$ cat src/rtl/tmr_pkg.sv
package tmr_pkg;
  localparam logic [7:0] OFS_CTRL = 8'h00;
  localparam logic [7:0] OFS_STAT = 8'h10;
  localparam logic [7:0] OFS_EVG  = 8'h14;
  localparam logic [7:0] OFS_CNT  = 8'h24;
  localparam logic [7:0] OFS_PSC  = 8'h28;
  localparam logic [7:0] OFS_RLD  = 8'h2C;

  localparam int CB_RUN  = 0;
  localparam int CB_BLK  = 1;
  localparam int CB_OVFO = 2;
  localparam int CB_IEN  = 3;
  localparam int CTRL_W  = 4;

  typedef struct packed {
    logic ien;
    logic ovf_only;
    logic blk;
    logic run;
  } ctrl_t;
endpackage

$ cat src/rtl/tmr_presc.sv
module tmr_presc #(
  parameter int W = 16
) (
  input  logic         clk,
  input  logic         rst_n,
  input  logic         run_i,
  input  logic         clr_i,
  input  logic [W-1:0] ratio_i,
  output logic         tick_o
);
  logic [W-1:0] phase_q;

  assign tick_o = run_i && !clr_i && (phase_q >= ratio_i);

  always_ff @(posedge clk or negedge rst_n) begin
    if (!rst_n)      phase_q <= '0;
    else if (clr_i)  phase_q <= '0;
    else if (run_i)  phase_q <= tick_o ? '0 : phase_q + 1'b1;
  end

  p_hold_r2: assert property (@(posedge clk) disable iff (!rst_n)
    (!run_i && !clr_i) |=> $stable(phase_q));
  p_clr_phase_r5: assert property (@(posedge clk) disable iff (!rst_n)
    clr_i |=> (phase_q == '0));
endmodule

$ cat src/rtl/tmr_count.sv
module tmr_count #(
  parameter int W = 16
) (
  input  logic         clk,
  input  logic         rst_n,
  input  logic         tick_i,
  input  logic         reinit_i,
  input  logic         wr_i,
  input  logic [W-1:0] wdata_i,
  input  logic [W-1:0] reload_i,
  output logic [W-1:0] cnt_o,
  output logic         ovf_o
);
  logic [W-1:0] cnt_q;
  logic         at_top;

  assign at_top = (cnt_q == reload_i);
  assign ovf_o  = tick_i && at_top && !reinit_i && !wr_i;
  assign cnt_o  = cnt_q;

  always_ff @(posedge clk or negedge rst_n) begin
    if (!rst_n)         cnt_q <= '0;
    else if (reinit_i)  cnt_q <= '0;
    else if (wr_i)      cnt_q <= wdata_i;
    else if (tick_i)    cnt_q <= at_top ? '0 : cnt_q + 1'b1;
  end

  p_wrap_r3: assert property (@(posedge clk) disable iff (!rst_n)
    ovf_o |=> (cnt_q == '0));
  p_step_r2: assert property (@(posedge clk) disable iff (!rst_n)
    (tick_i && !at_top && !reinit_i && !wr_i) |=> (cnt_q == $past(cnt_q) + 1'b1));
  p_reinit_r5: assert property (@(posedge clk) disable iff (!rst_n)
    reinit_i |=> (cnt_q == '0));
endmodule

$ cat src/rtl/tmr_flag.sv
module tmr_flag (
  input  logic clk,
  input  logic rst_n,
  input  logic set_i,
  input  logic clr_i,
  output logic flag_o
);
  logic flag_q;

  always_ff @(posedge clk or negedge rst_n) begin
    if (!rst_n)      flag_q <= 1'b0;
    else if (set_i)  flag_q <= 1'b1;
    else if (clr_i)  flag_q <= 1'b0;
  end

  assign flag_o = flag_q;

  p_set_wins_r9: assert property (@(posedge clk) disable iff (!rst_n)
    set_i |=> flag_q);
  p_clear_r8: assert property (@(posedge clk) disable iff (!rst_n)
    (clr_i && !set_i) |=> !flag_q);
  p_sticky_r8: assert property (@(posedge clk) disable iff (!rst_n)
    (flag_q && !clr_i) |=> flag_q);
endmodule

$ cat src/rtl/upd_timer.sv
module upd_timer
  import tmr_pkg::*;
#(
  parameter int DATA_W = 16,
  parameter int ADDR_W = 8
) (
  input  logic              clk,
  input  logic              rst_n,
  input  logic              bus_we,
  input  logic [ADDR_W-1:0] bus_addr,
  input  logic [DATA_W-1:0] bus_wdata,
  output logic [DATA_W-1:0] bus_rdata,
  output logic              upd_evt_o,
  output logic              irq_o
);
  localparam int PAD_W = DATA_W - CTRL_W;

  ctrl_t             ctrl_q;
  logic [DATA_W-1:0] psc_q;
  logic [DATA_W-1:0] rld_q;
  logic [DATA_W-1:0] cnt;
  logic              tick, ovf, flag, upd_evt_q;

  logic hit_ctrl, hit_stat, hit_evg, hit_cnt, hit_psc, hit_rld;
  assign hit_ctrl = (bus_addr == ADDR_W'(OFS_CTRL));
  assign hit_stat = (bus_addr == ADDR_W'(OFS_STAT));
  assign hit_evg  = (bus_addr == ADDR_W'(OFS_EVG));
  assign hit_cnt  = (bus_addr == ADDR_W'(OFS_CNT));
  assign hit_psc  = (bus_addr == ADDR_W'(OFS_PSC));
  assign hit_rld  = (bus_addr == ADDR_W'(OFS_RLD));

  logic force_upd, flag_set, flag_clr;
  assign force_upd = bus_we && hit_evg && bus_wdata[0];
  assign flag_set  = !ctrl_q.blk && (ovf || (force_upd && !ctrl_q.ovf_only));
  assign flag_clr  = bus_we && hit_stat && !bus_wdata[0];

  always_ff @(posedge clk or negedge rst_n) begin
    if (!rst_n) begin
      ctrl_q    <= '0;
      psc_q     <= '0;
      rld_q     <= '1;
      upd_evt_q <= 1'b0;
    end else begin
      if (bus_we && hit_ctrl) ctrl_q <= ctrl_t'(bus_wdata[CTRL_W-1:0]);
      if (bus_we && hit_psc)  psc_q  <= bus_wdata;
      if (bus_we && hit_rld)  rld_q  <= bus_wdata;
      upd_evt_q <= (ovf || force_upd) && !ctrl_q.blk;
    end
  end

  tmr_presc #(.W(DATA_W)) u_presc (
    .clk     (clk),
    .rst_n   (rst_n),
    .run_i   (ctrl_q.run),
    .clr_i   (force_upd),
    .ratio_i (psc_q),
    .tick_o  (tick)
  );

  tmr_count #(.W(DATA_W)) u_count (
    .clk      (clk),
    .rst_n    (rst_n),
    .tick_i   (tick),
    .reinit_i (force_upd),
    .wr_i     (bus_we && hit_cnt),
    .wdata_i  (bus_wdata),
    .reload_i (rld_q),
    .cnt_o    (cnt),
    .ovf_o    (ovf)
  );

  tmr_flag u_flag (
    .clk    (clk),
    .rst_n  (rst_n),
    .set_i  (flag_set),
    .clr_i  (flag_clr),
    .flag_o (flag)
  );

  always_comb begin
    bus_rdata = '0;
    if (hit_ctrl)      bus_rdata = {{PAD_W{1'b0}}, ctrl_q};
    else if (hit_stat) bus_rdata = {{(DATA_W-1){1'b0}}, flag};
    else if (hit_cnt)  bus_rdata = cnt;
    else if (hit_psc)  bus_rdata = psc_q;
    else if (hit_rld)  bus_rdata = rld_q;
  end

  assign upd_evt_o = upd_evt_q;
  assign irq_o     = flag && ctrl_q.ien;

  p_block_r4: assert property (@(posedge clk) disable iff (!rst_n)
    (ctrl_q.blk && !flag) |=> !flag);
  p_block_evt_r12: assert property (@(posedge clk) disable iff (!rst_n)
    ctrl_q.blk |=> !upd_evt_o);
  p_ovfonly_r6: assert property (@(posedge clk) disable iff (!rst_n)
    (ctrl_q.ovf_only && !ovf && !flag) |=> !flag);
endmodule

$ cat config.mk
export PLATFORM = sky130hd
export DESIGN_NAME = upd_timer
export DESIGN_NICKNAME = d
export VERILOG_FILES = /design/src/rtl/tmr_pkg.sv /design/src/rtl/tmr_presc.sv /design/src/rtl/tmr_count.sv /design/src/rtl/tmr_flag.sv /design/src/rtl/upd_timer.sv
export SDC_FILE = /design/constraint.sdc
export NUM_CORES = 1
export LEC_CHECK = 0
export ABC_CLOCK_PERIOD_IN_PS = 4400
export BUFFER_PORTS_ARGS = -buffer_cell sky130_fd_sc_hd__buf_4
export CORE_UTILIZATION = 42
export DETAILED_ROUTE_END_ITERATION = 8
export PLACE_DENSITY = 0.62
export SYNTH_ARGS = -nofsm -noshare
export SYNTH_HDL_FRONTEND = slang
export SYNTH_SLANG_ARGS = --single-unit
export TNS_END_PERCENT = 50
$ cat constraint.sdc
create_clock -name clk -period 4.4 [get_ports clk]
set_clock_uncertainty 0.15 [all_clocks]
set_input_delay 0.22 -clock clk [delete_from_list [all_inputs] [get_ports clk]]
set_output_delay 0.22 -clock clk [all_outputs]
set_load 0.005 [all_outputs]
After elaboration in Yosys (flattened, before gate mapping)
Cells that the tools add are included.

word-level totals
  register bits = 70
  input bits = 27
  output and inout port bits = 18
  word-level logic and storage cells = 61

cells by class
  add/subtract/negate cells = 2
  magnitude comparators = 1
  equality and inequality tests = 6
  muxes and demuxes = 14
  reductions and logical operators = 28

operators with widths
  operator               number
  $mux 16                12
  $add 16x1->16 const B  2
  $eq 8x6->1 const B     3
  $logic_and 1x1->1      17
  $eq 16x16->1           1
  $eq 8x5->1 const B     2
  $ge 16x16->1           1
  $logic_not 8->1        1
  $logic_not 1->1        5
  $reduce_bool 2->1      2
  $reduce_bool 3->1      1
  $logic_or 1x1->1       2
  $mux 1                 2

Depth between registers and ports, before layout
  depth after elaboration = 12
  gate-level depth with buffers = 10
  gate-level depth less buffers = 9

Cells and area by module
From an unflattened synthesis, not the netlist that was laid out.

second synthesis, totals
  cells, all modules = 489
  area, all modules = 4778.3 um2

modules (own cells, without submodules)
  module     times used  cells an instance  area an instance (um2)  sequential area each (um2)
  upd_timer  1           174                2043.2                  945.9
  tmr_count  1           161                1418.9                  400.4
  tmr_presc  1           151                1280.0                  400.4
  tmr_flag   1           3                  36.3                    25.0

Worst setup path after synthesis
OpenSTA, ideal clock, no wires.

  path type = reg2reg
  start = register u_presc.phase_q[2]
  end = register u_presc.phase_q[14]
  library setup time = 0.126 ns
  arrival time = 2.336 ns
  required time = 4.124 ns
  slack = 1.788 ns
  cell stages (with the launch flop) = 9
  buffers on the path = 1
  clock period less this slack = 2.612 ns
  cell sequence = dfrtp_1 ha_1 a211o_1 a31oi_1 o311a_1 o31ai_2 nor2_1 buf_2 a221o_1

on the way
  word-level cells in the longest chain between the ends = 5
  elaborated cells between the ends (all ways) = 6
  those cells by class = add/sub: 1; order compare: 1; mux: 3; reduce/logical: 1

ends and longest elaborated chain
  what                      RTL line         RTL
  start: declaration        tmr_presc.sv:11  logic [W-1:0] phase_q;
  start signal: assignment  tmr_presc.sv:18  else if (run_i) phase_q <= tick_o ? '0 : phase_q + 1'b1;
  $ge 16x16->1              tmr_presc.sv:13  assign tick_o = run_i && !clr_i && (phase_q >= ratio_i);
  $logic_and 1x1->1         tmr_presc.sv:13
  $mux 16 (*) (2 in a row)  tmr_presc.sv:18
  $mux 16 (*)               tmr_presc.sv:17  else if (clr_i) phase_q <= '0;

Every way passes the cells marked *; elsewhere a longest branch is shown, timed or not. The select of a mux whose other input is x is not followed.
A chain may end at the register's enable or synchronous reset.

Worst setup path in the final report
Same ends and word-level chain as after synthesis.

==> results.sh <==
export IMPL_seq_area_frac_synth_pct=41.27
export IMPL_htreeDepth=3
export IMPL_cts_buffers=9
export IMPL_crit_path_cell_trace="ha_1 -> a211o_1 -> a31oi_1 -> o311a_1 -> o31ai_2 -> nor2_1 -> and3_1 -> a221o_1"
export IMPL_power_leakage_uw=0.002302
export IMPL_drtPass1Iterations=4
export IMPL_hold_viol=0
export IMPL_cts_tree="done"
export IMPL_worstSkewPairLatency_ns=0.35
export IMPL_grt_pass1_wl_um=18930
export IMPL_critical_path_arrival_ns=3.50
export IMPL_cpMaxStageDelayCell="o31ai_2"
export IMPL_critPathMaxFanout=22
export IMPL_clock_fmax_mhz=292.8
export IMPL_core_mm2=0.009819
export IMPL_fp_dieH_um=103.1
export IMPL_start_util_pct=43.72
export IMPL_cts_root_buf="clkbuf_8"
export IMPL_async_flop_share_pct=100.0
export IMPL_die_area_mm2=0.01063
export IMPL_setup_ws_ns=0.9849
export IMPL_synth_nets=538
export IMPL_post_cts_resized=0
export IMPL_finalSetupViolations=0
export IMPL_grt_max_degree=71
export IMPL_synth_top_flop_cell="dfrtp_1"
export IMPL_slowest_delay_ns=0.75
export IMPL_combinationalPowerShare_pct=14.9
export IMPL_die_w_um=103.1
export IMPL_final_nets=590
export IMPL_wl_per_cell_um=17.40
export IMPL_grt_pass1_vias=3696
export IMPL_layout_commonest_cell="nand2_1"
export IMPL_ys_warn_count=0
export IMPL_drv_cap=0
export IMPL_routed_wl_um=11890
export IMPL_dpl_worst_slack_ns=0.9935
export IMPL_max_slew_margin_pct=13.63
export IMPL_track_usage_pct=23.97
export IMPL_final_cells=683
export IMPL_ant_nets=0
export IMPL_grt_ovfl_total=0
export IMPL_gp_congestion=0.8586
export IMPL_synth_area_mm2=0.004293
export IMPL_clk_path_buf_depth=2
export IMPL_highest_layer="met4"
export IMPL_critPathLaunchType="register"
export IMPL_tightest_slew_ns=1.291
export IMPL_synth_seq_cells=70
export IMPL_io_buffer_count=44
export IMPL_rsz0062_at_grt="false"
export IMPL_clk_pin_slew_ns=0.08
export IMPL_avgSynthCellArea_um2=8.708
export IMPL_yosysUniqueCellTypes=55
export IMPL_row_count=36
export IMPL_met2_length_um=5702
export IMPL_drt_iter0_drc=183
export IMPL_fin_crit_ns=3.415
export IMPL_power_frac_seq_pct=48.8
export IMPL_internal_power_uw=1107
export IMPL_p_sw_share_pct=28.56
export IMPL_peakVddDrop_uv=194.8
export IMPL_path_class="register to register"
export IMPL_io_pins=45
export IMPL_diodes=0
export IMPL_place_hpwl_um=8577
export IMPL_vias_per_cell=5.668
export IMPL_wl_met3_um=466
export IMPL_synth_edf_count=0
export IMPL_end_kind="register"
export IMPL_drc=0
export IMPL_layout_common_cells="nand2_1, dfrtp_1, buf_4, o21ai_0, nor2_1"
export IMPL_place_inst=650
export IMPL_wl_met1_um=5554
export IMPL_critPathRequiredTime_ns=4.49
export IMPL_status="finished, final reports clean"
export IMPL_p_sw_uw=442.7
export IMPL_hp_class="primary input to register"
export IMPL_power_density_mw_per_mm2=303.6
export IMPL_drive_gt1_share_pct=19.82
export IMPL_slew_violations=0
export IMPL_synth_cells=493
export IMPL_tns_ns=0
export IMPL_post_cts_buffers=0
export IMPL_clockPowerShare_pct=36.4
export IMPL_num_vias=3871
export IMPL_syn2layout_area_growth_pct=18.92
export IMPL_antenna_found_initial=0
export IMPL_post_route_period_util_pct=77.62
export IMPL_clock_sinks=70
[power by group through the flow]
stage	Combinational (uW)	Sequential, uW	Clock, uW
floorplan	143	747	0
global placement	215	764	0
detailed placement	219	767	0
CTS	232	754	568
global route	258	764	592
finish	230	756	564
[worst paths after layout]
check	depth (start not counted)	startpoint	slack (ns)	to
setup / recovery	8	u_presc.phase_q[2]$_DFFE_PN0P_	0.98	u_presc.phase_q[14]$_DFFE_PN0P_
hold / removal	3	bus_we	0.15	ctrl_q[0]$_DFFE_PN0P_
setup reg to reg	8	u_presc.phase_q[2]$_DFFE_PN0P_	0.98	u_presc.phase_q[14]$_DFFE_PN0P_
hold reg to reg	1	ctrl_q[1]$_DFFE_PN0P_	0.38	upd_evt_o$_DFF_PN0_
max in group asynchronous	2	rst_n	3.10	u_count.cnt_o[14]$_DFFE_PN0P_
min in group asynchronous	2	rst_n	0.38	psc_q[11]$_DFFE_PN0P_
[worst max-delay path, delay by kind of cell, from the launching register on]
kind | cells | cell delay [ns]
adder cells (fa/ha/maj) | 1 | 0.33
AO/OA/AOI/OAI | 5 | 1.49
AND/OR/NAND/NOR | 2 | 0.86
flip-flops | 1 | 0.46
[cells by family after synthesis]
family          share of synthesized area, %
buf+inv                                4.809
fa+ha+maj                              5.246
mux                                    5.246
simple gates                           19.15
xor+xnor                               3.468
compound gates                         20.81
flops                                  41.27
[layer usage]
layer | vias up | GRT usage (%)
li1 | 1882 | -
met1 | 1896 | 32.09
met2 | 78 | 39.95
met3 | 15 | 3.186
met4 | 0 | 8.234
met5 | - | 0
[per-stage QoR]
stage / power [uW] / cell area [um2] / hold WS, ns / utilization, %
floorplan: 890.3 / 4293 / -0.2256 / -
global placement: 979.2 / 4723 / 0.2631 / 48.10
detailed placement: 985.4 / 4723 / 0.2640 / 48.10
CTS: 1554 / 5105 / 0.1386 / 51.99
global route: 1615 / 5105 / 0.1724 / 51.99
finish: 1550 / 5105 / 0.1460 / 51.99
[registers in the layout (all words and copies together) (netlist names)]
name / cells
rld_q: 16
upd_evt_o: 1
ctrl_q: 4
u_count.cnt_o: 16
psc_q: 16
u_flag.flag_o: 1
u_presc.phase_q: 16
[cell type report]
type	instances	area (um2)
Fill cell	929	4715
Inverter	28	105.1
Clock inverter	2	38.79
Clock buffer	14	172.7
Timing Repair Buffer	65	530.5
Tap cell	133	166.4
Multi-Input combinational cell	371	2320
Sequential cell	70	1772
[synthesized netlist by cell type, types with 2 or more instances]
library cell	n	area share, %
o31ai_1	4	0.70
buf_2	3	0.35
nand2_1	61	5.3
mux2_2	20	5.2
or2_2	2	0.29
and3_1	6	0.87
o31a_1	2	0.41
nor4_1	8	1.2
a21oi_1	26	3.0
and2_1	2	0.29
inv_1	27	2.4
dfrtp_1	54	31
a41oi_1	3	0.61
o21ai_0	40	4.7
nor2_1	36	3.1
nand4_1	7	1.0
a221o_1	2	0.47
a22oi_1	21	3.7
ha_1	18	5.2
a32oi_1	4	0.82
or3_1	6	0.87
nor3b_1	2	0.35
nand3_1	16	1.9
clkbuf_1	20	1.7
dfstp_2	16	9.8
nor2b_1	2	0.29
xor2_1	16	3.3
nand2b_1	4	0.58
nor3_1	8	0.93
o21ai_1	19	2.2
a31oi_1	14	2.0
[timing repair]
action | CTS | global route
setup endpoints to repair | 0 | 0
hold buffers | 17 | 0
endpoints found under the hold margin | 89 | 0
Note: power is estimated with default switching activity, not from simulation.
